**config.mk**
```make
export PLATFORM = sky130hd
export DESIGN_NAME = dec_counter_stage
export DESIGN_NICKNAME = d
export VERILOG_FILES = /design/src/rtl/dec_ctr_pkg.sv /design/src/rtl/dec_next_state.sv /design/src/rtl/dec_state_reg.sv /design/src/rtl/dec_carry.sv /design/src/rtl/dec_counter_stage.sv
export SDC_FILE = /design/constraint.sdc
export NUM_CORES = 1
export LEC_CHECK = 0
export BUFFER_PORTS_ARGS = -buffer_cell sky130_fd_sc_hd__buf_2
export CORE_AREA = 2 2 39 41
export DETAILED_ROUTE_END_ITERATION = 7
export DIE_AREA = 0 0 41 43
export HOLD_SLACK_MARGIN = 0.08
export PLACE_DENSITY = 0.54
export SLEW_MARGIN = 40
export SYNTH_ARGS = -nofsm -noshare
export SYNTH_HDL_FRONTEND = slang
export SYNTH_HIERARCHICAL = 1
export SYNTH_SLANG_ARGS = --single-unit
```
**constraint.sdc**
```tcl
create_clock -name clk -period 1.3 [get_ports clk]
set_input_delay 0.13 -clock clk [delete_from_list [all_inputs] [get_ports clk]]
set_output_delay 0.13 -clock clk [all_outputs]
set_load 0.05 [all_outputs]
```
**src/rtl/dec_ctr_pkg.sv**
```systemverilog
package dec_ctr_pkg;
   localparam int unsigned BCD_W = 4;
   typedef logic [BCD_W-1:0] bcd_t;

   // Toggle mask for a decade digit: a set bit flips on a counting edge.
   function automatic bcd_t bcd_toggle_mask(input bcd_t s);
      bcd_t t;
      t[0] = 1'b1;
      t[1] = s[0] & ~s[3];
      t[2] = s[0] & s[1];
      t[3] = (s[0] & s[1] & s[2]) | (s[0] & s[3]);
      return t;
   endfunction
endpackage

```
**src/rtl/dec_next_state.sv**
```systemverilog
module dec_next_state #(
   parameter int unsigned WIDTH      = 4,
   parameter int unsigned MODULUS    = 10,
   parameter bit          USE_TOGGLE = 1'b1
) (
   input  logic [WIDTH-1:0] cur,
   output logic [WIDTH-1:0] nxt
);
   import dec_ctr_pkg::*;

   localparam logic [WIDTH-1:0] TERM = WIDTH'(MODULUS - 1);

   generate
      if (USE_TOGGLE) begin : g_toggle
         if (MODULUS != 10 || WIDTH != BCD_W) begin : g_bad
            $error("toggle-mask variant needs a 4-bit decade digit");
         end
         always_comb nxt = cur ^ bcd_toggle_mask(cur);
      end else begin : g_compare
         always_comb begin
            if (cur >= TERM) nxt = '0;
            else             nxt = cur + WIDTH'(1);
         end
      end
   endgenerate
endmodule

```
**src/rtl/dec_state_reg.sv**
```systemverilog
module dec_state_reg #(
   parameter int unsigned WIDTH = 4
) (
   input  logic             clk,
   input  logic             arst_n,
   input  logic             ld_n,
   input  logic             step,
   input  logic [WIDTH-1:0] load_val,
   input  logic [WIDTH-1:0] step_val,
   output logic [WIDTH-1:0] state
);
   always_ff @(posedge clk or negedge arst_n) begin
      if (!arst_n)     state <= '0;
      else if (!ld_n)  state <= load_val;
      else if (step)   state <= step_val;
   end
endmodule

```
**src/rtl/dec_carry.sv**
```systemverilog
module dec_carry #(
   parameter int unsigned WIDTH   = 4,
   parameter int unsigned MODULUS = 10
) (
   input  logic [WIDTH-1:0] state,
   input  logic             qual,
   output logic             carry
);
   localparam logic [WIDTH-1:0] TERM = WIDTH'(MODULUS - 1);

   always_comb carry = qual & (state == TERM);
endmodule

```
**src/rtl/dec_counter_stage.sv**
```systemverilog
module dec_counter_stage #(
   parameter int unsigned MODULUS    = 10,
   parameter bit          USE_TOGGLE = 1'b1,
   localparam int unsigned WIDTH     = (MODULUS > 1) ? $clog2(MODULUS) : 1
) (
   input  logic             clk,
   input  logic             arst_n,
   input  logic             ld_n,
   input  logic             cnt_en,
   input  logic             chain_en,
   input  logic [WIDTH-1:0] preset_d,
   output logic [WIDTH-1:0] digit,
   output logic             carry_out
);
   generate
      if (MODULUS < 2) begin : g_bad_mod
         $error("MODULUS must be at least 2");
      end
   endgenerate

   logic             step;
   logic [WIDTH-1:0] step_val;

   assign step = cnt_en & chain_en;

   dec_next_state #(
      .WIDTH(WIDTH), .MODULUS(MODULUS), .USE_TOGGLE(USE_TOGGLE)
   ) u_next (
      .cur(digit),
      .nxt(step_val)
   );

   dec_state_reg #(.WIDTH(WIDTH)) u_reg (
      .clk(clk),
      .arst_n(arst_n),
      .ld_n(ld_n),
      .step(step),
      .load_val(preset_d),
      .step_val(step_val),
      .state(digit)
   );

   dec_carry #(.WIDTH(WIDTH), .MODULUS(MODULUS)) u_carry (
      .state(digit),
      .qual(chain_en),
      .carry(carry_out)
   );
endmodule

```
# Word level (Yosys, flattened, before mapping)
# Cells that the tools add are included.
# totals
reg_bits	4
out_inout_bits	5
elab_cells	14
in_bits	9
# classes
mux	2
n_eq_ne	2
bitwise_logic	9
# op_table
cell	n
two-way mux 4 bit	2
bitwise AND 1 bit	6
== test 4 bit, second input constant	1
bitwise XOR 4 bit	1
!= test 2 x 1 -> 1 bit, second input constant	1
inverter 1 bit	1
bitwise OR 1 bit	1

# Logic depth before layout (Yosys ltp)
# depth
depth_word	6
depth_mapped	6
depth_no_buf	6

# Cells and area by module
# The synthesis kept the hierarchy.
# by_module_without_submodules
mod	area_each_um2	cells_each	instances	seq_area_each_um2
dec_state_reg	183.9	18	1	100.1
dec_next_state	57.6	7	1	0.0
dec_carry	12.5	2	1	0.0
dec_counter_stage	6.3	1	1	0.0

# Least setup slack after synthesis
# No wires, ideal clock.
# synth_path
path_kind	register to register
from	register u_reg.state[0]
to	register u_reg.state[3]
arrival_time_ns	1.562
path_buffers	0
stages_incl_launch_ff	7
setup_ns	0.133
setup_slack_ns	-0.396
cell_sequence	dfrtp_1 and2_2 ha_1 nor2_1 mux2_4 mux2i_1 a21oi_1
# synth_between
elab_chain_len	6
elab_cells_between_ends	7
classes_between	mux: 2; bitwise: 5
# synth_rtl
item	line	text
start, declared	dec_state_reg.sv:10	output logic [WIDTH-1:0] state
start signal, assigned	dec_state_reg.sv:14	else if (!ld_n) state <= load_val;
start signal, assigned	dec_state_reg.sv:15	else if (step) state <= step_val;
bitwise AND 1 bit (2 in a row)	dec_ctr_pkg.sv:11	t[3] = (s[0] & s[1] & s[2]) | (s[0] & s[3]);
bitwise OR 1 bit (*)	dec_ctr_pkg.sv:11	
bitwise XOR 4 bit (*)	dec_next_state.sv:18	always_comb nxt = cur ^ bcd_toggle_mask(cur);
via step_val[3]	dec_counter_stage.sv:22	logic [WIDTH-1:0] step_val;
two-way mux 4 bit (*)	dec_state_reg.sv:15	
two-way mux 4 bit (*)	dec_state_reg.sv:14	
# Mark *: on every way through the listed nets, which the timed path passes. The rest lies on a longest branch. The select of a mux whose other input is x is not followed.
# A chain may end at the register's enable or synchronous reset.

# Worst setup path after layout
# layout_path
from	register u_reg.state[1]
to	register u_reg.state[3]
# layout_between
elab_chain_len	6
# layout_rtl
item	line
bitwise AND 1 bit (2 in a row)	dec_ctr_pkg.sv:11
bitwise OR 1 bit	dec_ctr_pkg.sv:11
bitwise XOR 4 bit	dec_next_state.sv:18
via step_val[3]	dec_counter_stage.sv:22
two-way mux 4 bit	dec_state_reg.sv:15
two-way mux 4 bit	dec_state_reg.sv:14
# The timed path passes the listed nets, and every way through them passes these cells. The select of a mux whose other input is x is not followed.

==> results_dict.tcl <==
set metrics [dict create \
    arrival_ps 1450 \
    layout_setup_ws_ps -42.6 \
    wirelength_um 590 \
    critPathSlowestCell "dfrtp_2" \
    antenna_cells 0 \
    syn_avg_cell_area_um2 9.29 \
    wire_per_inst_um 9.52 \
    gr-total-overflow 0 \
    yosysSeqAreaShare 0.385 \
    core_area_mm2 0.00138 \
    top_usage_layer "met2" \
    path_clk_slew_ps 40 \
    grt_usage 0.0826 \
    ys_types 14 \
    synthCells 28 \
    syn_nets 38 \
    die_h_um 43 \
    required_ps 1410 \
    antenna_found_initial 0 \
    failed_checks "negative setup slack" \
    drive_gt1_frac 0.543 \
    dieArea_mm2 0.00176 \
    drc_errors 0 \
    fin_area_um2 414 \
    max-slew-margin-rel 0.839 \
    synth_ff_type "dfrtp_1" \
    final.period_utilization 1.03 \
    synth-edff-count 0 \
    p_per_area_mw_per_mm2 1240 \
    cp_cell_sequence "and2_4, ha_4, mux2_4, mux2i_1, a21oi_1" \
    final_core_util 0.299 \
    hold_viol 0 \
    setup_viol 1 \
    vias 259 \
    fmax_mhz 745 \
    top_regs "u_reg/state: 4 flops" \
    first_iter_violations 2 \
    drv_cap 0 \
    yosysTopAreaCell "dfrtp_1" \
    synthTopCellsByArea "dfrtp_1 38%, mux2i_1 15%, nor2_1 8.7%" \
    tightest_slew_ps 242 \
    io_buffers 13 \
    gp_congestion 0.584 \
    antenna_left 0 \
    async_flop_share 1.00 \
    rows 14 \
    grt_util_met2 0.119 \
    r2r_slack_ps -40 \
    use_met1 0.0942 \
    min_delay_path_depth 3 \
    tritoncts "yes" \
    clk-insertion-delay-late_ps 230 \
    reg2regPathDepth 5 \
    min_period_ps 1340 \
    hp-class "input port to flop" \
    ios 14 \
    start_kind "flop" \
    rsz0062_at_grt "true" \
    clockBufferDepth 2 \
    critPathMaxStageDelay_ps 390 \
    largest_register_ff_count 4 \
    synth_top_area_frac 0.385 \
    peakVddDrop_uv 515 \
    yosysMostFrequentCell "nor2_1" \
    final.setup.tns_ps -42.6 \
    grt_pass1_vias 242 \
    cp_max_fo 2 \
    start_util 0.188 \
    die_w_um 41 \
    firstDrtPassIters 2 \
    grt_pass1_wl_um 945 \
    outcome "finished, violations left" \
    dp_hpwl_um 483 \
    p_leak_uw 0.000191 \
    synth_area_um2 260 \
    synth_common_cells "6 x nor2_1, 4 x a21oi_1, 4 x dfrtp_1, 4 x mux2i_1" \
    top_register "u_reg/state" \
    grtUsageMet3 0.0314 \
    drv_slew 0 \
    finalNetCount 57 \
    cts.sinks 4 \
    cts_htree_levels 1 \
    crit_type "flop to flop" \
    finalClockSkew_ps 3.10 \
    end_kind "flop" \
    area_growth_pct 59.1 \
    grt_start_max_net_pins 9 \
    via_per_inst 4.18 \
    synth_seq_cells 4 \
    cts_root_buf "clkbuf_4" \
    placed_area_um2 372 \
    yosysWarnings 6 \
    cts_made_buffers 3 \
]
[worst paths after layout]
| kind | from | end |
|---|---|---|
| max | u_reg/state[1] | u_reg/state[3] |
| min | preset_d[0] | u_reg/state[0] |
| max reg2reg | u_reg/state[1] | u_reg/state[3] |
| min reg2reg | u_reg/state[2] | u_reg/state[2] |
| max in group asynchronous | arst_n | u_reg/state[2] |
| min in group asynchronous | arst_n | u_reg/state[1] |
[layout by cell type, fill, tap and decap left out, drive strengths merged]
master and n:
and2 2, mux2 1, ha 1, clkbuf 4
buf 15, mux2i 4, inv 1, nor2 6
dfrtp 4, dlygate4sd3 1, a21oi 4, xnor2 1
nand4b 1, nand2b 1
[metal layers]
layer	up-vias	part of all wire
li1	131	-
met1	118	0.42
met2	10	0.50
met3	0	0.078
met4	0	0
met5	-	0
[critical path: cells and delay by family, from the launching register on]
family / cells / cell delay [ps]
flops: 1 / 390
compound gates: 1 / 100
mux: 2 / 410
simple gates: 1 / 160
fa+ha+maj: 1 / 150
[area by class of cell]
| type | count | area, um^2 |
|---|---|---|
| sequential | 4 | 104 |
| clock buffer | 4 | 26.3 |
| inverter | 1 | 3.75 |
| timing repair buffer | 16 | 96.3 |
| fill | 155 | 970 |
| tap | 16 | 20.0 |
| multi-input combinational | 21 | 164 |
[stage by stage]
stage	hold slack (ps)	power, uW	worst slack, ps	cells
floorplan	-166	289	-168	28
global placement	-61.1	340	37.9	57
detailed placement	-60.0	343	14.1	57
CTS	138	523	-34.8	62
global route	157	559	-77.2	62
finish	142	514	-42.6	62
[report_power, final]
part / internal, uW / switching [uW]
registers: 142 / 13.9
clock network: 116 / 55.6
logic: 78.1 / 110
total: 335 / 179
[logic make-up after synthesis]
family                   after synthesis  synth area share
flip-flops                             4             0.385
XOR/XNOR                               1            0.0337
multiplexers                           5             0.212
AO/OA/AOI/OAI                          4            0.0769
adder cells (fa/ha/maj)                1            0.0481
AND/OR/NAND/NOR                       10             0.197
buffers and inverters                  3            0.0480
[repair_timing]
item / CTS / global route
hold buffers: 1 / 0
endpoints found under the hold margin: 4 / 0
endpoints found under the setup margin: 2 / 2
pin swaps: 0 / 2
setup buffers: 0 / 0
gates resized for setup: 1 / 1
Note: power is estimated with default switching activity, not from simulation.
